===== src/rtl/pcm_frame_pkg.sv =====
// Package: shared constants, slot classification type and frame arithmetic
// for the AC'97 playback frame serializer.
package pcm_frame_pkg;

    localparam int DEF_TAG_W     = 16;
    localparam int DEF_SLOT_W    = 20;
    localparam int DEF_NUM_SLOTS = 12;
    localparam int DEF_SAMPLE_W  = 16;

    // What the slot currently on the line carries
    typedef enum logic [1:0] {
        KIND_TAG     = 2'd0,
        KIND_LEFT    = 2'd1,
        KIND_RIGHT   = 2'd2,
        KIND_EMPTY   = 2'd3
    } slot_kind_e;

    // Total bit periods in one frame
    function automatic int frame_length(input int tag_w, input int slot_w, input int n_slots);
        return tag_w + slot_w * n_slots;
    endfunction

endpackage


===== src/rtl/frame_position_counter.sv =====
// Module: frame_position_counter
// Tracks where the serializer is inside the frame. It keeps a flat bit
// counter that wraps once per frame. Alongside it, it keeps a slot index and
// a down-counting bit index within that slot, so no division is needed.
// Assumes TAG_W and SLOT_W both fit in BIT_W bits.
module frame_position_counter #(
    parameter int TAG_W      = 16,
    parameter int SLOT_W     = 20,
    parameter int NUM_SLOTS  = 12,
    parameter int SLOT_IDX_W = 4,
    parameter int BIT_W      = 5
) (
    input  logic                  clk,
    input  logic                  rst_n,
    output logic                  frame_start_o,
    output logic [SLOT_IDX_W-1:0] slot_idx_o,
    output logic [BIT_W-1:0]      bit_idx_o
);

    localparam int FRAME_LEN = pcm_frame_pkg::frame_length(TAG_W, SLOT_W, NUM_SLOTS);
    localparam int CNT_W     = $clog2(FRAME_LEN);

    localparam logic [CNT_W-1:0]      LAST_POS  = CNT_W'(FRAME_LEN - 1);
    localparam logic [SLOT_IDX_W-1:0] LAST_SLOT = SLOT_IDX_W'(NUM_SLOTS);
    localparam logic [BIT_W-1:0]      TAG_TOP   = BIT_W'(TAG_W - 1);
    localparam logic [BIT_W-1:0]      SLOT_TOP  = BIT_W'(SLOT_W - 1);

    logic [CNT_W-1:0]      pos_q;
    logic [SLOT_IDX_W-1:0] slot_q;
    logic [BIT_W-1:0]      bit_q;

    // Flat frame position: counts 0..FRAME_LEN-1 and wraps
    always_ff @(posedge clk) begin
        if (!rst_n) begin
            pos_q <= '0;
        end else if (pos_q == LAST_POS) begin
            pos_q <= '0;
        end else begin
            pos_q <= pos_q + 1'b1;
        end
    end

    // Slot index and bit-within-slot, stepped in lock with the flat counter
    always_ff @(posedge clk) begin
        if (!rst_n) begin
            slot_q <= '0;
            bit_q  <= TAG_TOP;
        end else if (bit_q != '0) begin
            bit_q <= bit_q - 1'b1;
        end else if (slot_q == LAST_SLOT) begin
            slot_q <= '0;
            bit_q  <= TAG_TOP;
        end else begin
            slot_q <= slot_q + 1'b1;
            bit_q  <= SLOT_TOP;
        end
    end

    assign frame_start_o = (pos_q == '0);
    assign slot_idx_o    = slot_q;
    assign bit_idx_o     = bit_q;

endmodule


===== src/rtl/sample_hold.sv =====
// Module: sample_hold
// Captures the upstream sample when load_i is high and keeps it for the
// rest of the frame. Assumes load_i is a single-cycle frame-start pulse.
module sample_hold #(
    parameter int SAMPLE_W = 16
) (
    input  logic                clk,
    input  logic                rst_n,
    input  logic                load_i,
    input  logic [SAMPLE_W-1:0] sample_i,
    output logic [SAMPLE_W-1:0] held_o
);

    // Hold register: loads only at frame start
    always_ff @(posedge clk) begin
        if (!rst_n) begin
            held_o <= '0;
        end else if (load_i) begin
            held_o <= sample_i;
        end
    end

endmodule


===== src/rtl/slot_bit_select.sv =====
// Module: slot_bit_select
// Decides which kind of slot is on the line and picks the current bit.
// The tag word is a constant built from the slot numbers of the two
// playback slots. A playback slot carries the held sample in its upper bits
// with zero padding below. Every other slot is zero.
// Assumes 1 <= LEFT_SLOT, RIGHT_SLOT <= NUM_SLOTS, with the two distinct.
module slot_bit_select
    import pcm_frame_pkg::*;
#(
    parameter int TAG_W      = 16,
    parameter int SLOT_W     = 20,
    parameter int NUM_SLOTS  = 12,
    parameter int SAMPLE_W   = 16,
    parameter int LEFT_SLOT  = 3,
    parameter int RIGHT_SLOT = 4,
    parameter int SLOT_IDX_W = 4,
    parameter int BIT_W      = 5
) (
    input  logic [SLOT_IDX_W-1:0] slot_idx_i,
    input  logic [BIT_W-1:0]      bit_idx_i,
    input  logic [SAMPLE_W-1:0]   sample_i,
    output slot_kind_e            kind_o,
    output logic                  bit_o
);

    localparam int WORD_W = 2 ** BIT_W;
    localparam int PAD_W  = SLOT_W - SAMPLE_W;

    // Tag word: frame-valid flag plus one flag per playback slot
    function automatic logic [WORD_W-1:0] tag_pattern();
        logic [WORD_W-1:0] t;
        t = '0;
        t[TAG_W-1]              = 1'b1;
        t[TAG_W-1-LEFT_SLOT]    = 1'b1;
        t[TAG_W-1-RIGHT_SLOT]   = 1'b1;
        return t;
    endfunction

    localparam logic [WORD_W-1:0] TAG_WORD = tag_pattern();

    // Elaboration-time configuration check
    if (LEFT_SLOT < 1 || LEFT_SLOT > NUM_SLOTS || RIGHT_SLOT < 1 ||
        RIGHT_SLOT > NUM_SLOTS || LEFT_SLOT == RIGHT_SLOT ||
        PAD_W < 0 || TAG_W < NUM_SLOTS + 1) begin : g_bad_cfg
        $error("slot_bit_select: inconsistent slot configuration");
    end

    logic [WORD_W-1:0] audio_word;

    // Sample aligned to the top of the slot, zero padded below
    assign audio_word = WORD_W'(sample_i) << PAD_W;

    // Classify the slot currently on the line
    always_comb begin
        if (slot_idx_i == '0) begin
            kind_o = KIND_TAG;
        end else if (slot_idx_i == SLOT_IDX_W'(LEFT_SLOT)) begin
            kind_o = KIND_LEFT;
        end else if (slot_idx_i == SLOT_IDX_W'(RIGHT_SLOT)) begin
            kind_o = KIND_RIGHT;
        end else begin
            kind_o = KIND_EMPTY;
        end
    end

    // Pick the bit for the current slot kind and position
    always_comb begin
        unique case (kind_o)
            KIND_TAG:              bit_o = TAG_WORD[bit_idx_i];
            KIND_LEFT, KIND_RIGHT: bit_o = audio_word[bit_idx_i];
            default:               bit_o = 1'b0;
        endcase
    end

endmodule


===== src/rtl/pcm_frame_serializer.sv =====
// Module: pcm_frame_serializer (top)
// Serializes the AC'97 playback frame: a tag slot followed by NUM_SLOTS
// data slots, MSB first, one bit per bit-clock cycle. Frame sync marks the
// tag slot. A one-cycle request marks frame start, and the mono sample is
// captured at that same edge and placed in both playback slots.
// All outputs are registered. Assumes a synchronous active-low reset
// in the bit-clock domain.
module pcm_frame_serializer
    import pcm_frame_pkg::*;
#(
    parameter int TAG_W      = DEF_TAG_W,
    parameter int SLOT_W     = DEF_SLOT_W,
    parameter int NUM_SLOTS  = DEF_NUM_SLOTS,
    parameter int SAMPLE_W   = DEF_SAMPLE_W,
    parameter int LEFT_SLOT  = 3,
    parameter int RIGHT_SLOT = 4
) (
    input  logic                clk,
    input  logic                rst_n,
    input  logic [SAMPLE_W-1:0] sample_i,
    output logic                sample_req_o,
    output logic                frame_sync_o,
    output logic                serial_data_o
);

    localparam int SLOT_IDX_W = $clog2(NUM_SLOTS + 1);
    localparam int BIT_W      = $clog2((TAG_W > SLOT_W) ? TAG_W : SLOT_W);

    logic                  frame_start;
    logic [SLOT_IDX_W-1:0] slot_idx;
    logic [BIT_W-1:0]      bit_idx;
    logic [SAMPLE_W-1:0]   held_sample;
    slot_kind_e            kind;
    logic                  next_bit;

    frame_position_counter #(
        .TAG_W      (TAG_W),
        .SLOT_W     (SLOT_W),
        .NUM_SLOTS  (NUM_SLOTS),
        .SLOT_IDX_W (SLOT_IDX_W),
        .BIT_W      (BIT_W)
    ) u_position (
        .clk           (clk),
        .rst_n         (rst_n),
        .frame_start_o (frame_start),
        .slot_idx_o    (slot_idx),
        .bit_idx_o     (bit_idx)
    );

    sample_hold #(
        .SAMPLE_W (SAMPLE_W)
    ) u_hold (
        .clk      (clk),
        .rst_n    (rst_n),
        .load_i   (frame_start),
        .sample_i (sample_i),
        .held_o   (held_sample)
    );

    slot_bit_select #(
        .TAG_W      (TAG_W),
        .SLOT_W     (SLOT_W),
        .NUM_SLOTS  (NUM_SLOTS),
        .SAMPLE_W   (SAMPLE_W),
        .LEFT_SLOT  (LEFT_SLOT),
        .RIGHT_SLOT (RIGHT_SLOT),
        .SLOT_IDX_W (SLOT_IDX_W),
        .BIT_W      (BIT_W)
    ) u_select (
        .slot_idx_i (slot_idx),
        .bit_idx_i  (bit_idx),
        .sample_i   (held_sample),
        .kind_o     (kind),
        .bit_o      (next_bit)
    );

    // Output stage: register sync, data and request on the bit clock
    always_ff @(posedge clk) begin
        if (!rst_n) begin
            frame_sync_o  <= 1'b0;
            serial_data_o <= 1'b0;
            sample_req_o  <= 1'b0;
        end else begin
            frame_sync_o  <= (kind == KIND_TAG);
            serial_data_o <= next_bit;
            sample_req_o  <= frame_start;
        end
    end

endmodule


===== config.mk =====
export PLATFORM = sky130hd
export DESIGN_NAME = pcm_frame_serializer
export DESIGN_NICKNAME = d
export VERILOG_FILES = /design/src/rtl/pcm_frame_pkg.sv /design/src/rtl/frame_position_counter.sv /design/src/rtl/sample_hold.sv /design/src/rtl/slot_bit_select.sv /design/src/rtl/pcm_frame_serializer.sv
export SDC_FILE = /design/constraint.sdc
export NUM_CORES = 1
export LEC_CHECK = 0
export ABC_AREA = 1
export BUFFER_PORTS_ARGS = -buffer_cell sky130_fd_sc_hd__buf_2
export CELL_PAD_IN_SITES_DETAIL_PLACEMENT = 1
export CELL_PAD_IN_SITES_GLOBAL_PLACEMENT = 1
export CORE_AREA = 2 2 69 71
export DETAILED_ROUTE_END_ITERATION = 8
export DIE_AREA = 0 0 71 73
export PLACE_DENSITY_LB_ADDON = 0.1
export SYNTH_ARGS = -nofsm -noshare
export SYNTH_HDL_FRONTEND = slang
export SYNTH_SLANG_ARGS = --single-unit

===== constraint.sdc =====
create_clock -name clk -period 2 [get_ports clk]
set_clock_uncertainty 0.1 [all_clocks]
set_input_delay 0.1 -clock clk [delete_from_list [all_inputs] [get_ports clk]]
set_output_delay 0.1 -clock clk [all_outputs]
set_load 0.02 [all_outputs]

==> summary.md, run 1 <==
| Metric | Value |
|---|---|
| Status | completed |
| # rows | 25 |
| Number of synthesized register bits | 37 |
| Total Routing Usage GR | 0.1672 |
| Startpoint types | flip-flop |
| Fillers | 585 |
| ANT nets after route | 0 |
| Die area | 5183 µm² |
| Worst slew margin | 0.6744 |
| Hpwl dp | 2809 µm |
| Max_cap viols | 0 |
| Number of global-route vias before repair | 1,589 |
| Clock Latency Late Sink | 0.29 ns |
| Post-layout min period | 1.796 ns |
| Grt ovf | 0 |
| Antenna fix cells | 0 |
| Synth area leader | dfxtp_1 |
| 1st-iter DRT viols | 37 |
| H-tree depth | 2 |
| Req. time, crit path | 2.13 ns |
| Worst slew pin tran | 0.4884 ns |
| Core area | 4536 µm² |
| Mapped Nets | 259 |
| Post-synthesis async set-or-reset flop share | 0 |
| Mapped Cells | 233 |
| Dpl cells | 303 |
| Cell Area, Synth | 1749 µm² |
| Combinational power share | 0.167 |
| WS Path Type | flip-flop to flip-flop |
| Share of layout cells above drive strength 1 | 0.1593 |
| Dominant cells by area after synthesis | dfxtp_1, nand2_1, inv_1 |
| Final Routed Wirelength | 3895 µm |
| Max clock buf depth | 2 |
| Final std cells w/o fill | 324 |
| Setup TNS Final | 0 ns |
| Synthesis-to-layout area growth | 21.46% |
| Vias per cell | 4.809 |
| FF/Latch Area | 740.7 µm² |
| Area of the multi-input gates | 815.8 µm² |
| Psw | 438.0 µW |
| Critical Path Sink Type | flip-flop |
| Final hold vios | 0 |
| Avg Inst Size Synth | 7.507 µm² |
| TritonCTS sink count | 37 |
| Residual DRC | 0 |
| Clock power share | 0.328 |
| Cell Int Power | 1.185 mW |
| CTS Buf Count | 5 |
| Fin crit share | 0.8981 |
| Top-count cell post-synth | nand2_1 |
| Min-delay worst type | primary input to flip-flop |
| TritonCTS clock tree | built |
| Initial core utilization | 0.3857 |
| Via count | 1,558 |
| 1st-pass router iterations | 4 |
| PD cells | 763.7 nW/µm² |
| Yosys cell types | 27 |
| Placer congestion estimate | 0.7727 |
| # IOs | 21 |
| Initial antenna violation count | 0 |
| P_leak | 0.9885 nW |
| Post-synthesis sequential area ratio | 0.4235 |
| Final #Nets | 296 |
| Die W | 71 µm |
| Synth top cells by count | nand2_1, dfxtp_1, inv_1 |
| Post-CTS setup buffers | 0 |
| Seq pwr share | 0.505 |
| Largest fanout on the critical path | 8 |
| Port bufs | 20 |
| Routed WL per cell | 12.02 µm |
| Total number of yosys warnings | 0 |
| Post-synth EDFFs | 0 |
| RSZ-0062 raised after global routing | false |
| Largest net degree at the start of global routing | 28 |
| Predominant post-synthesis flop cell | dfxtp_1 |
| Fmax | 0.5567 GHz |
| Switching Share | 0.2700 |
| Global-route wire length before repair | 6831 µm |
| Arrival @ worst endpoint | 1.92 ns |
| Die Y | 73 µm |
| Clock transition at path regs | 0.07 ns |
| Peak supply drop | 0.3923 mV |
| Share of Yosys cell area claimed by the top area cell type | 0.4235 |
| Root buffer cell | clkbuf_8 |
| Slew Limit Fails | 0 |
| Endpoints failing setup | 0 |
final timing paths:
path	start	to	slack [ns]	cells after the start
max	u_position.bit_idx_o[1]	flip-flop	0.20	10
min	sample_i[5]	u_hold.held_o[5]	0.02	3
max reg2reg	u_position.bit_idx_o[1]	flip-flop	0.20	10
min reg2reg	flip-flop	serial_data_o	0.35	2
power groups by stage:
stage          Sequential [mW]  Combinational (mW)  Clock, mW
2_1_floorplan            0.839               0.182          0
3_3_place_gp             0.836               0.250          0
3_5_place_dp             0.838               0.254          0
4_1_cts                  0.820               0.276      0.556
5_1_grt                  0.825               0.318      0.578
6_report                 0.820               0.270      0.532
layout by cell type, fill, tap and decap left out, types with 7 or more instances in the layout:
master and n:
o21ai_0 7, ha_1 8, a21oi_1 23, nand2_1 41
dfxtp_1 37, nor2_1 17, o21ai_1 10, dlygate4sd3_1 14
buf_2 20, inv_1 37, nand3_1 22
critical path, cell delays in order (launching register included):
cell	delay, ns
dfxtp_1	0.42
inv_1	0.13
ha_1	0.23
nand2_1	0.09
inv_2	0.07
nand2_4	0.10
nand3_1	0.08
ha_1	0.29
nand2_1	0.07
nand3_1	0.06
nor2_1	0.09
repair_timing:
item	4_1_cts	5_1_grt
endpoints found under the hold margin	14	0
gates resized for setup	0	1
endpoints found under the setup margin	0	1
hold buffers	14	0
registers in the layout, summed over array words and instances (netlist names), named ones only:
name                   cells
u_hold.held_o             16
u_position.pos_q           8
u_position.bit_idx_o       5
u_position.slot_idx_o      4
frame_sync_o               1
sample_req_o               1
serial_data_o              1
cells by family after synthesis:
| logic type | synth area share |
|---|---|
| buffers and inverters | 0.1102 |
| flip-flops | 0.4235 |
| adder cells (fa/ha/maj) | 0.05723 |
| AND/OR/NAND/NOR | 0.2461 |
| AO/OA/AOI/OAI | 0.1481 |
| XOR/XNOR | 0.01502 |
per-layer routing:
layer | track usage | vias up | wire [µm]
met3 | 0.04558 | 4 | 115
met4 | 0.05031 | 0 | 36
li1 | - | 813 | -
met2 | 0.2980 | 18 | 1918
met5 | 0 | - | 0
met1 | 0.1963 | 723 | 1824
through the flow:
step           worst slack (ns)  utilization  power, mW  hold WS [ns]  instance area (µm²)
6_report                 0.2037       0.4684      1.623       0.02079                 2125
2_1_floorplan            0.3882            -      1.021        0.1163                 1749
4_1_cts                  0.1849       0.4684      1.652       0.01635                 2125
3_3_place_gp             0.2765       0.4185      1.086        0.2487                 1898
3_5_place_dp             0.2036       0.4185      1.092        0.2584                 1898
5_1_grt                 0.03078       0.4684      1.721       0.07207                 2125
layout make-up:
type	instances	share of cell area
tap	54	0.03180
sequential	37	0.3486
clock buffer	7	0.04064
inverter	39	0.06890
multi-input combinational	151	0.3840
timing repair buffer	36	0.1260
Power figures use the tool's default switching activity.
==> inputs of run 2 (changes only) <==
--- a/config.mk
+++ b/config.mk
@@ -13,6 +13,7 @@
 export DETAILED_ROUTE_END_ITERATION = 8
 export DIE_AREA = 0 0 71 73
 export PLACE_DENSITY_LB_ADDON = 0.1
+export SETUP_SLACK_MARGIN = 0.5
 export SYNTH_ARGS = -nofsm -noshare
 export SYNTH_HDL_FRONTEND = slang
 export SYNTH_SLANG_ARGS = --single-unit
==> run 2 against run 1 <==
  * First-iteration DRC count is 65% higher
  * Register-to-register slack better by 0.27 ns
  * Setup slack improved by 0.27 ns
==> summary.md, run 2 (synthesized netlist as in run 1, its figures left out) <==
| Metric | Value |
|---|---|
| Via count | 1,704 (+9.4%) |
| Max reg flops | 16 (unchanged) |
| Total Routing Usage GR | 0.1902 (+0.02302) |
| Min-delay worst type | primary input to flip-flop |
| Status | completed |
| Number of global-route vias before repair | 1,709 (+7.6%) |
| Largest fanout on the critical path | 7 (-1) |
| Psw | 521.6 µW (+19%) |
| TritonCTS sink count | 37 (unchanged) |
| Combinational power share | 0.230 (+0.063) |
| Commonest cells after routing, fill and taps aside | nand2_1, inv_1, dfxtp_1, buf_2, nand3_1 |
| Hpwl dp | 2951 µm (+5.1%) |
| Port bufs | 20 (unchanged) |
| CTS Buf Count | 5 (unchanged) |
| Post-Place Setup Slack | 0.2750 ns (+0.07143 ns) |
| Hold depth | 3 (unchanged) |
| R2R Setup Slk | 0.48 ns (+0.27 ns) |
| Switching Share | 0.2855 (+0.01549) |
| Endpoints failing setup | 0 (unchanged) |
| Routed WL per cell | 15.11 µm (+26%) |
| Placer congestion estimate | 0.7106 (-8.0%) |
| Residual DRC | 0 (unchanged) |
| Clock transition at path regs | 0.08 ns (about the same) |
| Pwr Total | 1.827 mW (+13%) |
| Synthesis-to-layout area growth | 49.50% |
| Final std cells w/o fill | 344 (+6.2%) |
| ANT nets after route | 0 (unchanged) |
| Clock Latency Late Sink | 0.29 ns (about the same) |
| Setup TNS Final | 0 ns (unchanged) |
| Max clock buf depth | 2 (unchanged) |
| End of the worst hold path | u_hold.held_o[6] |
| Commonest non-fill, non-tap cell in the layout | nand2_1 |
| Startpoint types | flip-flop |
| WS Path Type | flip-flop to flip-flop |
| Seq pwr share | 0.452 (-0.053) |
| Worst slew margin | 0.6929 (+0.01854) |
| Initial core utilization | 0.3857 (unchanged) |
| Share of layout cells above drive strength 1 | 0.4000 (+0.2407) |
| Critical Path Sink Type | flip-flop |
| Dpl cells | 305 (+0.66%) |
| Slew Limit Fails | 0 (unchanged) |
| # IOs | 21 (unchanged) |
| Reg2reg start | u_position.bit_idx_o[1] |
| Initial antenna violation count | 0 (unchanged) |
| Cells on worst reg2reg path | 10 (unchanged) |
| Layout Utilization | 0.5766 (+0.1081) |
| Core area | 4536 µm² (unchanged) |
| Fin crit share | 0.7611 (-0.1370) |
| TritonCTS clock tree | built |
| Post-layout min period | 1.522 ns (-0.2740 ns) |
| Worst slew pin tran | 0.4606 ns (-0.02781 ns) |
| Fin Hold WS | 0.02074 ns (-0.00005300 ns) |
| Final hold vios | 0 (unchanged) |
| Antenna fix cells | 0 (unchanged) |
| Req. time, crit path | 2.13 ns (about the same) |
| Die W | 71 µm (unchanged) |
| Die Y | 73 µm (unchanged) |
| 1st-iter DRT viols | 61 (+65%) |
| Cell Int Power | 1.306 mW (+10%) |
| Largest net degree at the start of global routing | 24 (-14%) |
| Final Routed Wirelength | 5197 µm (+33%) |
| Arrival @ worst endpoint | 1.65 ns (-0.27 ns) |
| Fmax | 0.6569 GHz (+18%) |
| Vias per cell | 4.953 (+3.0%) |
| Final instance area | 2615 µm² (+23%) |
| Peak supply drop | 0.3807 mV (-3.0%) |
| Global-route wire length before repair | 7721 µm (+13%) |
| Largest register by flop count | u_hold.held_o |
| HP Start | sample_i[6] |
| Grt ovf | 0 (unchanged) |
| PD cells | 698.7 nW/µm² (-8.5%) |
| 1st-pass router iterations | 4 (unchanged) |
| Die area | 5183 µm² (unchanged) |
| RSZ-0062 raised after global routing | true |
| H-tree depth | 2 (unchanged) |
| Placed Area | 1924 µm² (+1.4%) |
| Max_cap viols | 0 (unchanged) |
| Clock power share | 0.319 (-0.009) |
| # rows | 25 (unchanged) |
| P_leak | 1.180 nW (+19%) |
| Final #Nets | 315 (+6.4%) |
| Root buffer cell | clkbuf_8 |
| Final WS setup | 0.4778 ns (+0.2740 ns) |
[run 2: power by group through the flow]
stage	combinational, mW	clock (mW)	sequential [mW]
after floorplan	0.183	0	0.840
after global placement	0.257	0	0.837
after detailed placement	0.259	0	0.839
after CTS	0.300	0.602	0.821
after global routing	0.468	0.642	0.832
final	0.420	0.582	0.825
[run 2: what timing repair did]
item                                   4_1_cts  5_1_grt
gates resized for setup                     21       53
setup endpoints to repair                   27       27
setup buffers                                7        7
pin swaps                                    4       12
endpoints found under the hold margin       13        2
gates cloned                                 0        2
hold buffers                                13        2
[run 2: how the worst max path moves through the flow]
stage,startpoint,to,slack (ns),depth (start not counted)
3_3_place_gp,u_position.bit_idx_o[1],flip-flop,0.29,10
6_report,u_position.bit_idx_o[1],flip-flop,0.48,10
5_1_grt,u_position.slot_idx_o[1],serial_data_o,0.31,9
3_5_place_dp,u_position.bit_idx_o[1],flip-flop,0.28,10
2_1_floorplan,u_position.slot_idx_o[1],serial_data_o,0.50,8
4_1_cts,u_position.slot_idx_o[0],serial_data_o,0.46,9
[run 2: routing by layer]
layer	routed length (µm)	part of all wire	up-vias	track usage
li1	-	-	860	-
met1	2092	0.40	812	0.2245
met2	2883	0.55	22	0.3344
met3	141	0.027	10	0.05110
met4	79	0.015	0	0.06499
met5	0	0	-	0
[run 2: area by class of cell]
class,count,area [µm²]
fillers,544,1921
clock inverters,1,5.005
flip-flops and latches,37,755.7
inverters,39,158.9
well taps,54,67.56
repair buffers,55,455.4
clock buffers,7,96.34
multi-input cells,151,1076
[run 2: critical path: stages (launching register included)]
cell and delay, ns:
dfxtp_4 0.37, inv_6 0.04, ha_4 0.16, nand2_2 0.07, inv_2 0.05, nand2_4 0.12, nand3_4 0.09, ha_4 0.25
nand2_2 0.05, nand3_2 0.06, nor2_2 0.10
